--- src/rtl/spi_master_pkg.sv ---
package spi_master_pkg;

   localparam logic [15:0] CTRL_MASK = 16'h1FEF;

   typedef enum logic [1:0] {
      ST_IDLE = 2'd0,
      ST_XFER = 2'd1,
      ST_GAP  = 2'd2
   } eng_state_t;

   typedef struct packed {
      logic cont;
      logic loop;
      logic ovwr;
      logic und_zero;
      logic tx_trig;
      logic lsb_first;
      logic cpol;
      logic cpha;
      logic master;
      logic en;
   } spi_cfg_t;

   function automatic spi_cfg_t decode_ctrl(input logic [15:0] r);
      spi_cfg_t c;
      c.en        = r[0];
      c.master    = r[1];
      c.cpha      = r[2];
      c.cpol      = r[3];
      c.lsb_first = r[5];
      c.tx_trig   = r[6];
      c.und_zero  = r[7];
      c.ovwr      = r[8];
      c.loop      = r[11];
      c.cont      = r[12];
      return c;
   endfunction

endpackage

--- src/rtl/spi_ctrl_reg.sv ---
module spi_ctrl_reg
   import spi_master_pkg::*;
(
   input  logic        clk,
   input  logic        rst_n,
   input  logic        we,
   input  logic [15:0] wdata,
   output logic [15:0] ctrl_q,
   output spi_cfg_t    cfg
);

   always_ff @(posedge clk or negedge rst_n) begin
      if (!rst_n)  ctrl_q <= '0;
      else if (we) ctrl_q <= wdata & CTRL_MASK;
   end

   assign cfg = decode_ctrl(ctrl_q);

endmodule

--- src/rtl/spi_buffers.sv ---
module spi_buffers #(
   parameter int DATA_W = 8
) (
   input  logic              clk,
   input  logic              rst_n,
   input  logic              active,
   input  logic              tx_trig,
   input  logic              und_zero,
   input  logic              ovwr,
   input  logic              tx_we,
   input  logic [DATA_W-1:0] tx_wdata,
   input  logic              rx_re,
   input  logic              stat_re,
   input  logic              take,
   input  logic              done,
   input  logic [DATA_W-1:0] rx_byte,
   output logic              go,
   output logic              tx_avail,
   output logic [DATA_W-1:0] tx_byte,
   output logic [DATA_W-1:0] rx_q,
   output logic              rx_full,
   output logic              tx_full,
   output logic              ovf,
   output logic              irq
);

   logic [DATA_W-1:0] tx_q;
   logic [DATA_W-1:0] last_tx;
   logic              start_pend;

   assign go       = tx_trig ? tx_full : start_pend;
   assign tx_avail = tx_full;
   assign tx_byte  = tx_full  ? tx_q :
                     und_zero ? '0   : last_tx;
   assign irq      = active && (tx_trig ? !tx_full : rx_full);

   always_ff @(posedge clk or negedge rst_n) begin
      if (!rst_n) begin
         tx_q       <= '0;
         tx_full    <= 1'b0;
         last_tx    <= '0;
         start_pend <= 1'b0;
      end else begin
         if (take) begin
            tx_full    <= 1'b0;
            last_tx    <= tx_byte;
            start_pend <= 1'b0;
         end
         if (tx_we) begin
            tx_q    <= tx_wdata;
            tx_full <= 1'b1;
         end
         if (tx_trig || !active) start_pend <= 1'b0;
         else if (rx_re)         start_pend <= 1'b1;
      end
   end

   always_ff @(posedge clk or negedge rst_n) begin
      if (!rst_n) begin
         rx_q    <= '0;
         rx_full <= 1'b0;
         ovf     <= 1'b0;
      end else begin
         if (rx_re)   rx_full <= 1'b0;
         if (stat_re) ovf     <= 1'b0;
         if (done) begin
            if (!rx_full) begin
               rx_q    <= rx_byte;
               rx_full <= 1'b1;
            end else begin
               ovf <= 1'b1;
               if (ovwr) rx_q <= rx_byte;
            end
         end
      end
   end

   // the overflow flag is sticky until a status read
   p_ovf_sticky_r9: assert property (@(posedge clk) disable iff (!rst_n)
      (ovf && !stat_re) |=> ovf);

   // discard policy leaves unread receive data untouched
   p_rx_hold_r8: assert property (@(posedge clk) disable iff (!rst_n)
      (rx_full && !rx_re && !ovwr) |=> $stable(rx_q));

   // in write-triggered mode the engine only consumes real data
   p_take_tx_r4: assert property (@(posedge clk) disable iff (!rst_n)
      (take && tx_trig) |-> tx_full);

endmodule

--- src/rtl/spi_shift_engine.sv ---
module spi_shift_engine
   import spi_master_pkg::*;
#(
   parameter int DATA_W     = 8,
   parameter int HALF_DIV   = 2,
   parameter int GAP_HALVES = 4
) (
   input  logic              clk,
   input  logic              rst_n,
   input  logic              active,
   input  logic              cpol,
   input  logic              cpha,
   input  logic              lsb_first,
   input  logic              loopback,
   input  logic              cont,
   input  logic              go,
   input  logic              tx_avail,
   input  logic [DATA_W-1:0] tx_byte,
   input  logic              miso,
   output logic              take,
   output logic              done,
   output logic [DATA_W-1:0] rx_byte,
   output logic              sclk,
   output logic              mosi,
   output logic              cs_n
);

   localparam int CNT_W = (HALF_DIV > 1) ? $clog2(HALF_DIV) : 1;
   localparam int BIT_W = $clog2(DATA_W);
   localparam int GAP_W = (GAP_HALVES > 1) ? $clog2(GAP_HALVES) : 1;
   localparam logic [BIT_W-1:0] LAST_BIT = BIT_W'(DATA_W - 1);
   localparam logic [GAP_W-1:0] LAST_GAP = GAP_W'(GAP_HALVES - 1);

   if (DATA_W < 2) begin : g_bad_width
      $error("DATA_W must be at least 2");
   end
   if (HALF_DIV < 1) begin : g_bad_div
      $error("HALF_DIV must be at least 1");
   end
   if (GAP_HALVES < 1) begin : g_bad_gap
      $error("GAP_HALVES must be at least 1");
   end

   eng_state_t        state;
   logic              half;
   logic [BIT_W-1:0]  bitc;
   logic [GAP_W-1:0]  gap_cnt;
   logic [DATA_W-1:0] sh;
   logic [DATA_W-1:0] rsh;
   logic [DATA_W-1:0] tx_rev;
   logic [DATA_W-1:0] rx_rev;
   logic [DATA_W-1:0] tx_ord;
   logic              tick;
   logic              running;
   logic              in_xfer;
   logic              end_byte;
   logic              chain;
   logic              din;

   assign running = active && (state != ST_IDLE);

   if (HALF_DIV == 1) begin : g_nodiv
      assign tick = 1'b1;
   end else begin : g_div
      logic [CNT_W-1:0] div_cnt;
      always_ff @(posedge clk or negedge rst_n) begin
         if (!rst_n)                div_cnt <= '0;
         else if (!running || tick) div_cnt <= '0;
         else                       div_cnt <= div_cnt + 1'b1;
      end
      assign tick = (div_cnt == CNT_W'(HALF_DIV - 1));
   end

   for (genvar i = 0; i < DATA_W; i++) begin : g_rev
      assign tx_rev[i] = tx_byte[DATA_W-1-i];
      assign rx_rev[i] = rsh[DATA_W-1-i];
   end

   assign tx_ord   = lsb_first ? tx_rev : tx_byte;
   assign rx_byte  = lsb_first ? rx_rev : rsh;
   assign in_xfer  = active && (state == ST_XFER);
   assign end_byte = in_xfer && tick && half && (bitc == LAST_BIT);
   assign chain    = end_byte && cont && tx_avail;
   assign done     = end_byte;
   assign take     = (active && (state == ST_IDLE) && go) || chain;

   assign mosi = in_xfer ? sh[DATA_W-1] : 1'b0;
   assign din  = loopback ? mosi : miso;
   assign cs_n = !in_xfer;
   assign sclk = cpol ^ (in_xfer && (half != cpha));

   always_ff @(posedge clk or negedge rst_n) begin
      if (!rst_n) begin
         state   <= ST_IDLE;
         half    <= 1'b0;
         bitc    <= '0;
         gap_cnt <= '0;
         sh      <= '0;
         rsh     <= '0;
      end else if (!active) begin
         state   <= ST_IDLE;
         half    <= 1'b0;
         bitc    <= '0;
         gap_cnt <= '0;
      end else begin
         unique case (state)
            ST_IDLE: begin
               if (go) begin
                  state <= ST_XFER;
                  half  <= 1'b0;
                  bitc  <= '0;
                  sh    <= tx_ord;
               end
            end
            ST_XFER: begin
               if (tick) begin
                  if (!half) begin
                     rsh  <= {rsh[DATA_W-2:0], din};
                     half <= 1'b1;
                  end else begin
                     half <= 1'b0;
                     if (bitc == LAST_BIT) begin
                        bitc <= '0;
                        if (cont && tx_avail) begin
                           sh <= tx_ord;
                        end else begin
                           state   <= ST_GAP;
                           gap_cnt <= '0;
                        end
                     end else begin
                        bitc <= bitc + 1'b1;
                        sh   <= {sh[DATA_W-2:0], 1'b0};
                     end
                  end
               end
            end
            ST_GAP: begin
               if (tick) begin
                  if (gap_cnt == LAST_GAP) state <= ST_IDLE;
                  else                     gap_cnt <= gap_cnt + 1'b1;
               end
            end
            default: state <= ST_IDLE;
         endcase
      end
   end

   // the bit counter is parked at zero outside a byte
   p_bitc_park_r3: assert property (@(posedge clk) disable iff (!rst_n)
      (state != ST_XFER) |-> (bitc == '0));

   // chip select is high for the whole inter-frame gap
   p_gap_cs_r6: assert property (@(posedge clk) disable iff (!rst_n)
      (state == ST_GAP) |-> cs_n);

endmodule

--- src/rtl/spi_byte_master.sv ---
module spi_byte_master
   import spi_master_pkg::*;
#(
   parameter int DATA_W     = 8,
   parameter int HALF_DIV   = 2,
   parameter int GAP_HALVES = 4
) (
   input  logic              clk,
   input  logic              rst_n,
   input  logic              ctrl_we,
   input  logic [15:0]       ctrl_wdata,
   output logic [15:0]       ctrl_rdata,
   input  logic              tx_we,
   input  logic [DATA_W-1:0] tx_wdata,
   output logic              tx_full,
   input  logic              rx_re,
   output logic [DATA_W-1:0] rx_rdata,
   output logic              rx_full,
   input  logic              stat_re,
   output logic              ovf_flag,
   output logic              irq,
   output logic              sclk,
   output logic              mosi,
   input  logic              miso,
   output logic              cs_n
);

   spi_cfg_t          cfg;
   logic              active;
   logic              go;
   logic              tx_avail;
   logic [DATA_W-1:0] tx_byte;
   logic              take;
   logic              done;
   logic [DATA_W-1:0] rx_byte;

   spi_ctrl_reg u_ctrl (
      .clk    (clk),
      .rst_n  (rst_n),
      .we     (ctrl_we),
      .wdata  (ctrl_wdata),
      .ctrl_q (ctrl_rdata),
      .cfg    (cfg)
   );

   assign active = cfg.en && cfg.master;

   spi_buffers #(.DATA_W(DATA_W)) u_buf (
      .clk      (clk),
      .rst_n    (rst_n),
      .active   (active),
      .tx_trig  (cfg.tx_trig),
      .und_zero (cfg.und_zero),
      .ovwr     (cfg.ovwr),
      .tx_we    (tx_we),
      .tx_wdata (tx_wdata),
      .rx_re    (rx_re),
      .stat_re  (stat_re),
      .take     (take),
      .done     (done),
      .rx_byte  (rx_byte),
      .go       (go),
      .tx_avail (tx_avail),
      .tx_byte  (tx_byte),
      .rx_q     (rx_rdata),
      .rx_full  (rx_full),
      .tx_full  (tx_full),
      .ovf      (ovf_flag),
      .irq      (irq)
   );

   spi_shift_engine #(
      .DATA_W     (DATA_W),
      .HALF_DIV   (HALF_DIV),
      .GAP_HALVES (GAP_HALVES)
   ) u_eng (
      .clk       (clk),
      .rst_n     (rst_n),
      .active    (active),
      .cpol      (cfg.cpol),
      .cpha      (cfg.cpha),
      .lsb_first (cfg.lsb_first),
      .loopback  (cfg.loop),
      .cont      (cfg.cont),
      .go        (go),
      .tx_avail  (tx_avail),
      .tx_byte   (tx_byte),
      .miso      (miso),
      .take      (take),
      .done      (done),
      .rx_byte   (rx_byte),
      .sclk      (sclk),
      .mosi      (mosi),
      .cs_n      (cs_n)
   );

   // the serial clock rests at the polarity level outside a frame
   p_sclk_idle_r2: assert property (@(posedge clk) disable iff (!rst_n)
      cs_n |-> (sclk == cfg.cpol));

   // losing enable closes the frame at once
   p_abort_r11: assert property (@(posedge clk) disable iff (!rst_n)
      (!active && $past(active)) |-> cs_n);

   // no interrupt while the block is not running as master
   p_irq_off_r1: assert property (@(posedge clk) disable iff (!rst_n)
      !active |-> !irq);

endmodule

--- config.mk ---
export PLATFORM = sky130hd
export DESIGN_NAME = spi_byte_master
export DESIGN_NICKNAME = d
export VERILOG_FILES = /design/src/rtl/spi_master_pkg.sv /design/src/rtl/spi_ctrl_reg.sv /design/src/rtl/spi_buffers.sv /design/src/rtl/spi_shift_engine.sv /design/src/rtl/spi_byte_master.sv
export SDC_FILE = /design/constraint.sdc
export NUM_CORES = 1
export LEC_CHECK = 0
export BUFFER_PORTS_ARGS = -buffer_cell sky130_fd_sc_hd__clkbuf_2
export CAP_MARGIN = 5
export CORE_ASPECT_RATIO = 0.7
export CORE_UTILIZATION = 59
export CTS_CLUSTER_DIAMETER = 150
export CTS_CLUSTER_SIZE = 25
export DETAILED_ROUTE_END_ITERATION = 10
export PLACE_DENSITY_LB_ADDON = 0.12
export SYNTH_ARGS = -nofsm -noshare
export SYNTH_HDL_FRONTEND = slang
export SYNTH_SLANG_ARGS = --single-unit
--- constraint.sdc ---
create_clock -name clk -period 5.3 [get_ports clk]
set_input_delay 1.06 -clock clk [delete_from_list [all_inputs] [get_ports clk]]
set_output_delay 1.06 -clock clk [all_outputs]
set_load 0.02 [all_outputs]
==> results of run 1 <==
==> cells in the final DEF (no fill, tap or decap), types with 8 or more instances in the layout <==
cell type / synthesis / final
sky130_fd_sc_hd__a22o_1: 8 / 8
sky130_fd_sc_hd__clkbuf_2: 2 / 53
sky130_fd_sc_hd__clkbuf_8: 0 / 11
sky130_fd_sc_hd__dfrtp_1: 65 / 65
sky130_fd_sc_hd__inv_1: 13 / 13
sky130_fd_sc_hd__mux2_2: 36 / 36
sky130_fd_sc_hd__mux2i_1: 22 / 22
sky130_fd_sc_hd__nand2_1: 21 / 21
sky130_fd_sc_hd__nor2_1: 13 / 13
sky130_fd_sc_hd__o21ai_0: 12 / 12
==> flip-flops by register name (all words and copies together) (netlist names) <==
| name | cells |
|---|---|
| u_eng.sh | 8 |
| u_buf.ovf | 1 |
| u_ctrl.ctrl_q | 12 |
| u_buf.start_pend | 1 |
| u_buf.tx_avail | 1 |
| u_eng.half | 1 |
| u_buf.tx_q | 8 |
| u_buf.rx_full | 1 |
| u_eng.gap_cnt | 2 |
| u_eng.state | 2 |
| u_eng.g_div.div_cnt | 1 |
| u_buf.rx_q | 8 |
| u_eng.rsh | 8 |
| u_eng.bitc | 3 |
| u_buf.last_tx | 8 |
==> worst max-delay path, cell delays in order, from the launching register on <==
cell                       delay (ps)
sky130_fd_sc_hd__dfrtp_1          500
sky130_fd_sc_hd__and4b_1          520
sky130_fd_sc_hd__nand2_1          120
sky130_fd_sc_hd__xnor2_1          150
sky130_fd_sc_hd__clkbuf_2         180
==> per-stage QoR <==
stage	cells	area (um^2)	worst slack, ps
global route	382	3548	2294
finish	382	3548	2438
floorplan	268	3144	2900
global placement	366	3342	2818
detailed placement	366	3342	2772
CTS	382	3548	2442
==> cell families after synthesis <==
logic type | count (synthesis) | share of synthesized area
AO/OA/AOI/OAI | 39 | 0.09465
XOR/XNOR | 2 | 0.005592
adder cells (fa/ha/maj) | 3 | 0.01198
buffers and inverters | 38 | 0.06909
flip-flops | 65 | 0.5192
multiplexers | 59 | 0.2033
other | 1 | 0.001197
AND/OR/NAND/NOR | 58 | 0.09505
==> power by group through the flow <==
| stage | Combinational [uW] | Sequential, uW | Clock [uW] |
|---|---|---|---|
| global route | 234 | 642 | 458 |
| floorplan | 171 | 622 | 0 |
| finish | 211 | 632 | 429 |
| CTS | 212 | 631 | 437 |
| detailed placement | 211 | 640 | 0 |
| global placement | 204 | 635 | 0 |
==> layer usage <==
layer | part of all wire | track usage | up-vias | routed length, um
met5 | 0 | 0 | - | 0
met4 | 0.0093 | 0.05556 | 0 | 53
met3 | 0.053 | 0.1017 | 5 | 300
met2 | 0.44 | 0.3521 | 56 | 2487
met1 | 0.50 | 0.3155 | 1022 | 2860
li1 | - | - | 1008 | -
==> final cells by class <==
cell class | count | area, um^2 | share of cell area
Sequential cell | 65 | 1627 | 0.4584
Multi-Input combinational cell | 165 | 1308 | 0.3685
Clock buffer | 12 | 155.1 | 0.04372
Timing Repair Buffer | 54 | 272.8 | 0.07687
Clock inverter | 4 | 51.30 | 0.01446
Inverter | 13 | 48.80 | 0.01375
Tap cell | 69 | 86.33 | 0.02433
==> how the worst max path moves through the flow <==
stage,from,slack (ps),to
floorplan,u_eng.state[1],2900,mosi
global placement,u_eng.bitc[0],2820,u_eng.sh[2]
detailed placement,u_eng.bitc[0],2770,u_eng.sh[4]
CTS,u_eng.state[1],2440,sclk
global route,u_eng.state[0],2290,sclk
finish,u_eng.state[1],2440,sclk
==> flow_summary.ini, run 1 <==
[status]
status = completed

[global_routing]
grt_pass1_wl_mm = 9.784
grt_max_degree = 43
vias_in_the_first_global_route = 2087
groute.usage.overall = 0.2349
grt_antenna_before_repair = 0
globalRoute.totalOverflow = 0

[power]
p_comb_frac = 0.166
pwr_density_cell_mw_per_mm2 = 358.4
total_power_uw = 1272
net_sw_power_uw = 349.5
total_leakage_power_uw = 0.001710
pwr-share-seq = 0.497
power_switching_share = 0.2748
power.internal_uw = 922.3
clock_power_share = 0.337
ir_worst_vdd_mv = 0.2163

[clock_tree]
path_clk_slew_ps = 70
post_cts_resize_count = 0
clock_insertion_delay_worst_skew_ps = 340
h-tree-depth = 3
tritoncts.num_buffers = 9
cts-hold-fix-buffers = 0
post-cts-setup-buffer-count = 0
clock_tree_buffer_depth = 2
cts.root.buffer_cell = sky130_fd_sc_hd__clkbuf_8
cts_tree = built
numClockSinks = 65

[synth]
syn_area_mm2 = 0.003133
yosysWarnings = 0
synth_top_cell_area_share = 0.5192
synth.top_cells.by_area = sky130_fd_sc_hd__dfrtp_1 52%, sky130_fd_sc_hd__mux2_2 13%, sky130_fd_sc_hd__mux2i_1 7.0%, sky130_fd_sc_hd__buf_4 3.4%, sky130_fd_sc_hd__nand2_1 2.5%
netlist_top_cells_count = 65 x sky130_fd_sc_hd__dfrtp_1, 36 x sky130_fd_sc_hd__mux2_2, 22 x sky130_fd_sc_hd__mux2i_1
most_common_cell_in_the_netlist = sky130_fd_sc_hd__dfrtp_1
synth_sequential_area_ratio = 0.5192
postSynthRegisterBits = 65
post-synth-top-area-cell = sky130_fd_sc_hd__dfrtp_1
asyncSetResetFlopFracSynth = 1.000
synth_ff_type = sky130_fd_sc_hd__dfrtp_1
postSynthAreaPerCell_um2 = 11.82
synth_edf_count = 0
synth_cell_type_count = 41
synth_cells = 265

[finish]
areaGrowthSynthToFinish_pct = 13.26
antenna_cells_inserted = 0
layout.core_utilization = 0.7183
post_route_cells_drive_above_1_share = 0.3578
final.fill_count = 395
final_nets = 342

[floorplan]
initial_core_util = 0.6342
die_h_um = 62.97
placeableCoreArea_mm2 = 0.004940
design.die.area_mm2 = 0.005610
io_pins = 62
rows = 21
die_w_um = 89.10

[routing]
wirelength_mm = 5.700
via_per_inst = 5.474
dr.first_iter.drc_count = 111
final_antenna_net_count = 0
post-route-drc-count = 0
dr_total_vias = 2091
firstDrtPassIters = 5
post_drt_wl_per_cell_um = 14.92

[critical_path]
timing.reg2reg.worst_path_depth = 6
timing_worst_setup_path_type = register to output port
worst-path-max-fanout = 10
cp_data_required_time_ps = 4240
r2r_slack_ps = 2750
r2r_start = u_eng.bitc[0]
critical_path.reg2reg.endpoint = u_eng.sh[7]
cp-start-kind = register
nature_of_the_critical_path_endpoint = output port
data_arrival_time_of_the_critical_path_ps = 1800

[worst_hold_path]
min_path_cells = 2
worst_hold_startpoint = u_buf.rx_q[5]
timing.hold.worst_endpoint = u_buf.rx_q[5]
timing.hold.worst.class = register to register

[placement]
io_buffer_count = 53
hpwlAfterDp_mm = 3.951
routabilityCongestion = 0.7709

[timing]
final.hold.worst_slack_ps = 478.8
setup_repair_after_global_routing_missed_its_margin = no
finalClockSkew_ps = 7.662
worst-slew-pin-transition_ps = 1092
finalCritPeriodShare = 0.5401
max_slew_violation_count = 0
finalSetupViolations = 0
final.setup.tns_ps = 0
maxSlewHeadroom = 0.2702
final_hold_violation_count = 0
timing.fmax_ghz = 0.3494
min_cycle_time_layout_ps = 2862

[flow_run]
cap_viol_max_count = 0
(Power assumes the default switching activity.)
==> run 2: changes to the inputs <==
- ABC_AREA: default -> 1
- CORE_UTILIZATION: 59 -> 55
- clock period: 5.3 -> 2.8 ns (I/O delays scaled with it)
==> flow_summary.ini, run 2 <==
[critical_path]
data_arrival_time_of_the_critical_path_ps = 1600
setup.worst_path.end = sclk
sequence_of_cells_on_the_critical_path = nand2_2, nor2_8, nand3_1, xor2_1, clkbuf_2
r2r_slack_ps = 970
critical-path-slowest-cell = sky130_fd_sc_hd__dfrtp_1
worstSetupStartpoint = u_ctrl.ctrl_q[0]
cp_data_required_time_ps = 2240
timing.reg2reg.worst_path_depth = 9
timing_worst_setup_path_type = register to output port
cp_slowest_stage_delay_ps = 410
worst-path-max-fanout = 10
critical_path.reg2reg.endpoint = u_eng.sh[5]
cp-start-kind = register
r2r_start = u_eng.bitc[0]
nature_of_the_critical_path_endpoint = output port

[synth]
synth.top_cells.by_area = sky130_fd_sc_hd__dfrtp_1 50%, sky130_fd_sc_hd__nand2_1 20%, sky130_fd_sc_hd__o21ai_0 5.7%, sky130_fd_sc_hd__inv_1 3.7%, sky130_fd_sc_hd__nor2_1 3.1%
synth_sequential_area_ratio = 0.4985
syn_area_mm2 = 0.003263
synth_ff_type = sky130_fd_sc_hd__dfrtp_1
synth_cell_type_count = 31
synth_top_family_by_area = simple AND/OR/NAND/NOR gates
synth_fa_ha_area_frac = 0.01150
most_common_cell_in_the_netlist = sky130_fd_sc_hd__nand2_1
synth_edf_count = 0
postSynthAreaPerCell_um2 = 7.901
yosysWarnings = 0
synth_cells = 413
yosys-mux-area-fraction = 0.02416
postSynthRegisterBits = 65
asyncSetResetFlopFracSynth = 1.000
synth-compound-area-share = 0.07860
xor_and_xnor_fraction_of_the_mapped_netlist_area = 0.002684
netlist_top_cells_count = 172 x sky130_fd_sc_hd__nand2_1, 65 x sky130_fd_sc_hd__dfrtp_1, 37 x sky130_fd_sc_hd__o21ai_0
synth_top_cell_area_share = 0.4985
synthSimpleGateAreaFrac = 0.2945
post-synth-top-area-cell = sky130_fd_sc_hd__dfrtp_1

[clock_tree]
h-tree-depth = 3
cts-hold-fix-buffers = 0
post-cts-setup-buffer-count = 0
clock_insertion_delay_worst_skew_ps = 350
numClockSinks = 65
path_clk_slew_ps = 70
cts_tree = built
clock_tree_buffer_depth = 2
tritoncts.num_buffers = 9
cts.root.buffer_cell = sky130_fd_sc_hd__clkbuf_8
post_cts_resize_count = 0

[placement]
post-place-ws_ps = 981.7
placedInstanceArea_mm2 = 0.003486
hpwlAfterDp_mm = 4.517
io_buffer_count = 53
routabilityCongestion = 0.8404

[floorplan]
die_w_um = 94.07
initial_core_util = 0.5698
placeableCoreArea_mm2 = 0.005727
rows = 23
die_h_um = 66.45
design.die.area_mm2 = 0.006250
io_pins = 62

[finish]
final_design_area_no_fill_mm2 = 0.003630
post_route_cells_drive_above_1_share = 0.1935
regMostFlops = u_ctrl.ctrl_q
largest_register_ffs = 12
layout.cells.most_common = sky130_fd_sc_hd__nand2_1
final_nets = 491
areaGrowthSynthToFinish_pct = 11.23
antenna_cells_inserted = 0
final_cell_mix = 172 x sky130_fd_sc_hd__nand2_1, 65 x sky130_fd_sc_hd__dfrtp_1, 53 x sky130_fd_sc_hd__clkbuf_2, 37 x sky130_fd_sc_hd__o21ai_0, 32 x sky130_fd_sc_hd__inv_1
final.fill_count = 501

[timing]
min_cycle_time_layout_ps = 2161
final_critical_path_setup_slack_ps = 639.0
finalSetupViolations = 0
timing.fmax_ghz = 0.4628
finalCritPeriodShare = 0.7718
final.setup.tns_ps = 0
max_slew_violation_count = 0
maxSlewHeadroom = 0.4536
finalClockSkew_ps = 9.180
worst-slew-pin-transition_ps = 819.6
setup_repair_after_global_routing_missed_its_margin = no
final_hold_violation_count = 0
final.hold.worst_slack_ps = 374.8

[global_routing]
grt_pass1_wl_mm = 10.72
grt_max_degree = 66
vias_in_the_first_global_route = 2299
grt_antenna_before_repair = 0
globalRoute.totalOverflow = 0
groute.usage.overall = 0.2326

[routing]
dr_total_vias = 2607
final_antenna_net_count = 0
dr.first_iter.drc_count = 128
wirelength_mm = 6.376
met2_length_mm = 2.669
wl_met1_mm = 3.305
via_per_inst = 4.873
post_drt_wl_per_cell_um = 11.92
firstDrtPassIters = 4
highest_metal_used = met4
met3_wirelength_um = 321
post-route-drc-count = 0

[power]
total_leakage_power_uw = 0.001937
ir_worst_vdd_mv = 0.3469
pwr_density_cell_mw_per_mm2 = 604.0

[status]
status = completed

[worst_hold_path]
timing.hold.worst.class = input pin to async pin

[flow_run]
cap_viol_max_count = 0
==> run 2: changes by cell type in the layout (fill, tap and decap cells not counted), sizes merged, moves of 4 or more <==
cell    delta
mux2      -30
o21ai     +28
and3       -4
nand2    +156
a222oi     -7
nor2      +17
a22o       -8
mux2i     -22
inv       +22
nand3     +16
==> run 2: final cells by class <==
cell class                 count  area [um^2]  area share
clock buffer                  13        138.9     0.03826
clock inverter                 1        5.005    0.001379
inverter                      36        135.1     0.03723
multi-input combinational    291         1358      0.3740
sequential                    65         1627      0.4481
tap                           75        93.84     0.02585
timing repair buffer          54        272.8     0.07515
==> run 2: worst min-delay path by stage <==
stage	start	to	slack, ps
after floorplan	rst_n	u_buf.last_tx[0]	260
after global placement	u_buf.last_tx[5]	u_buf.last_tx[5]	450
after detailed placement	u_buf.last_tx[6]	u_buf.last_tx[6]	460
after CTS	stat_re	u_buf.ovf	390
after global routing	stat_re	u_buf.ovf	390
final	rst_n	u_buf.rx_q[3]	370
==> run 2: logic make-up (layout without fill, tap and decap cells) <==
| logic type | count (synthesis) | count (layout) |
|---|---|---|
| adders and majority gates | 3 | 3 |
| muxes | 7 | 7 |
| other | 1 | 4 |
| DFF | 65 | 65 |
| buffers and inverters | 60 | 104 |
| and+or+nand+nor | 230 | 230 |
| xor gates and xnor gates | 1 | 1 |
| AOI/OAI and AO/OA | 46 | 46 |
==> run 2: per-layer routing <==
layer | track usage | vias up
li1 | - | 1356
met1 | 0.3385 | 1180
met2 | 0.3230 | 63
met3 | 0.07701 | 8
met4 | 0.07500 | 0
met5 | 0 | -
==> run 2: metrics by stage <==
stage          instances  power, uW  utilization
2_1_floorplan        416       1462            -
3_3_place_gp         521       1551       0.6087
3_5_place_dp         521       1565       0.6087
4_1_cts              535       2213       0.6338
5_1_grt              535       2326       0.6338
6_report             535       2192       0.6338
==> run 2: power by group <==
group | internal [uW] | total, uW | switching [uW]
logic | 135 | 381 | 246
clock network | 311 | 644 | 332
registers | 1070 | 1170 | 92.7
total | 1520 | 2190 | 671
==> run 2: critical path: cells and delay by family (launching register included) <==
kind,cells,cell delay (ps)
simple gates,3,530
flops,1,410
buf+inv,1,180
xor+xnor,1,140
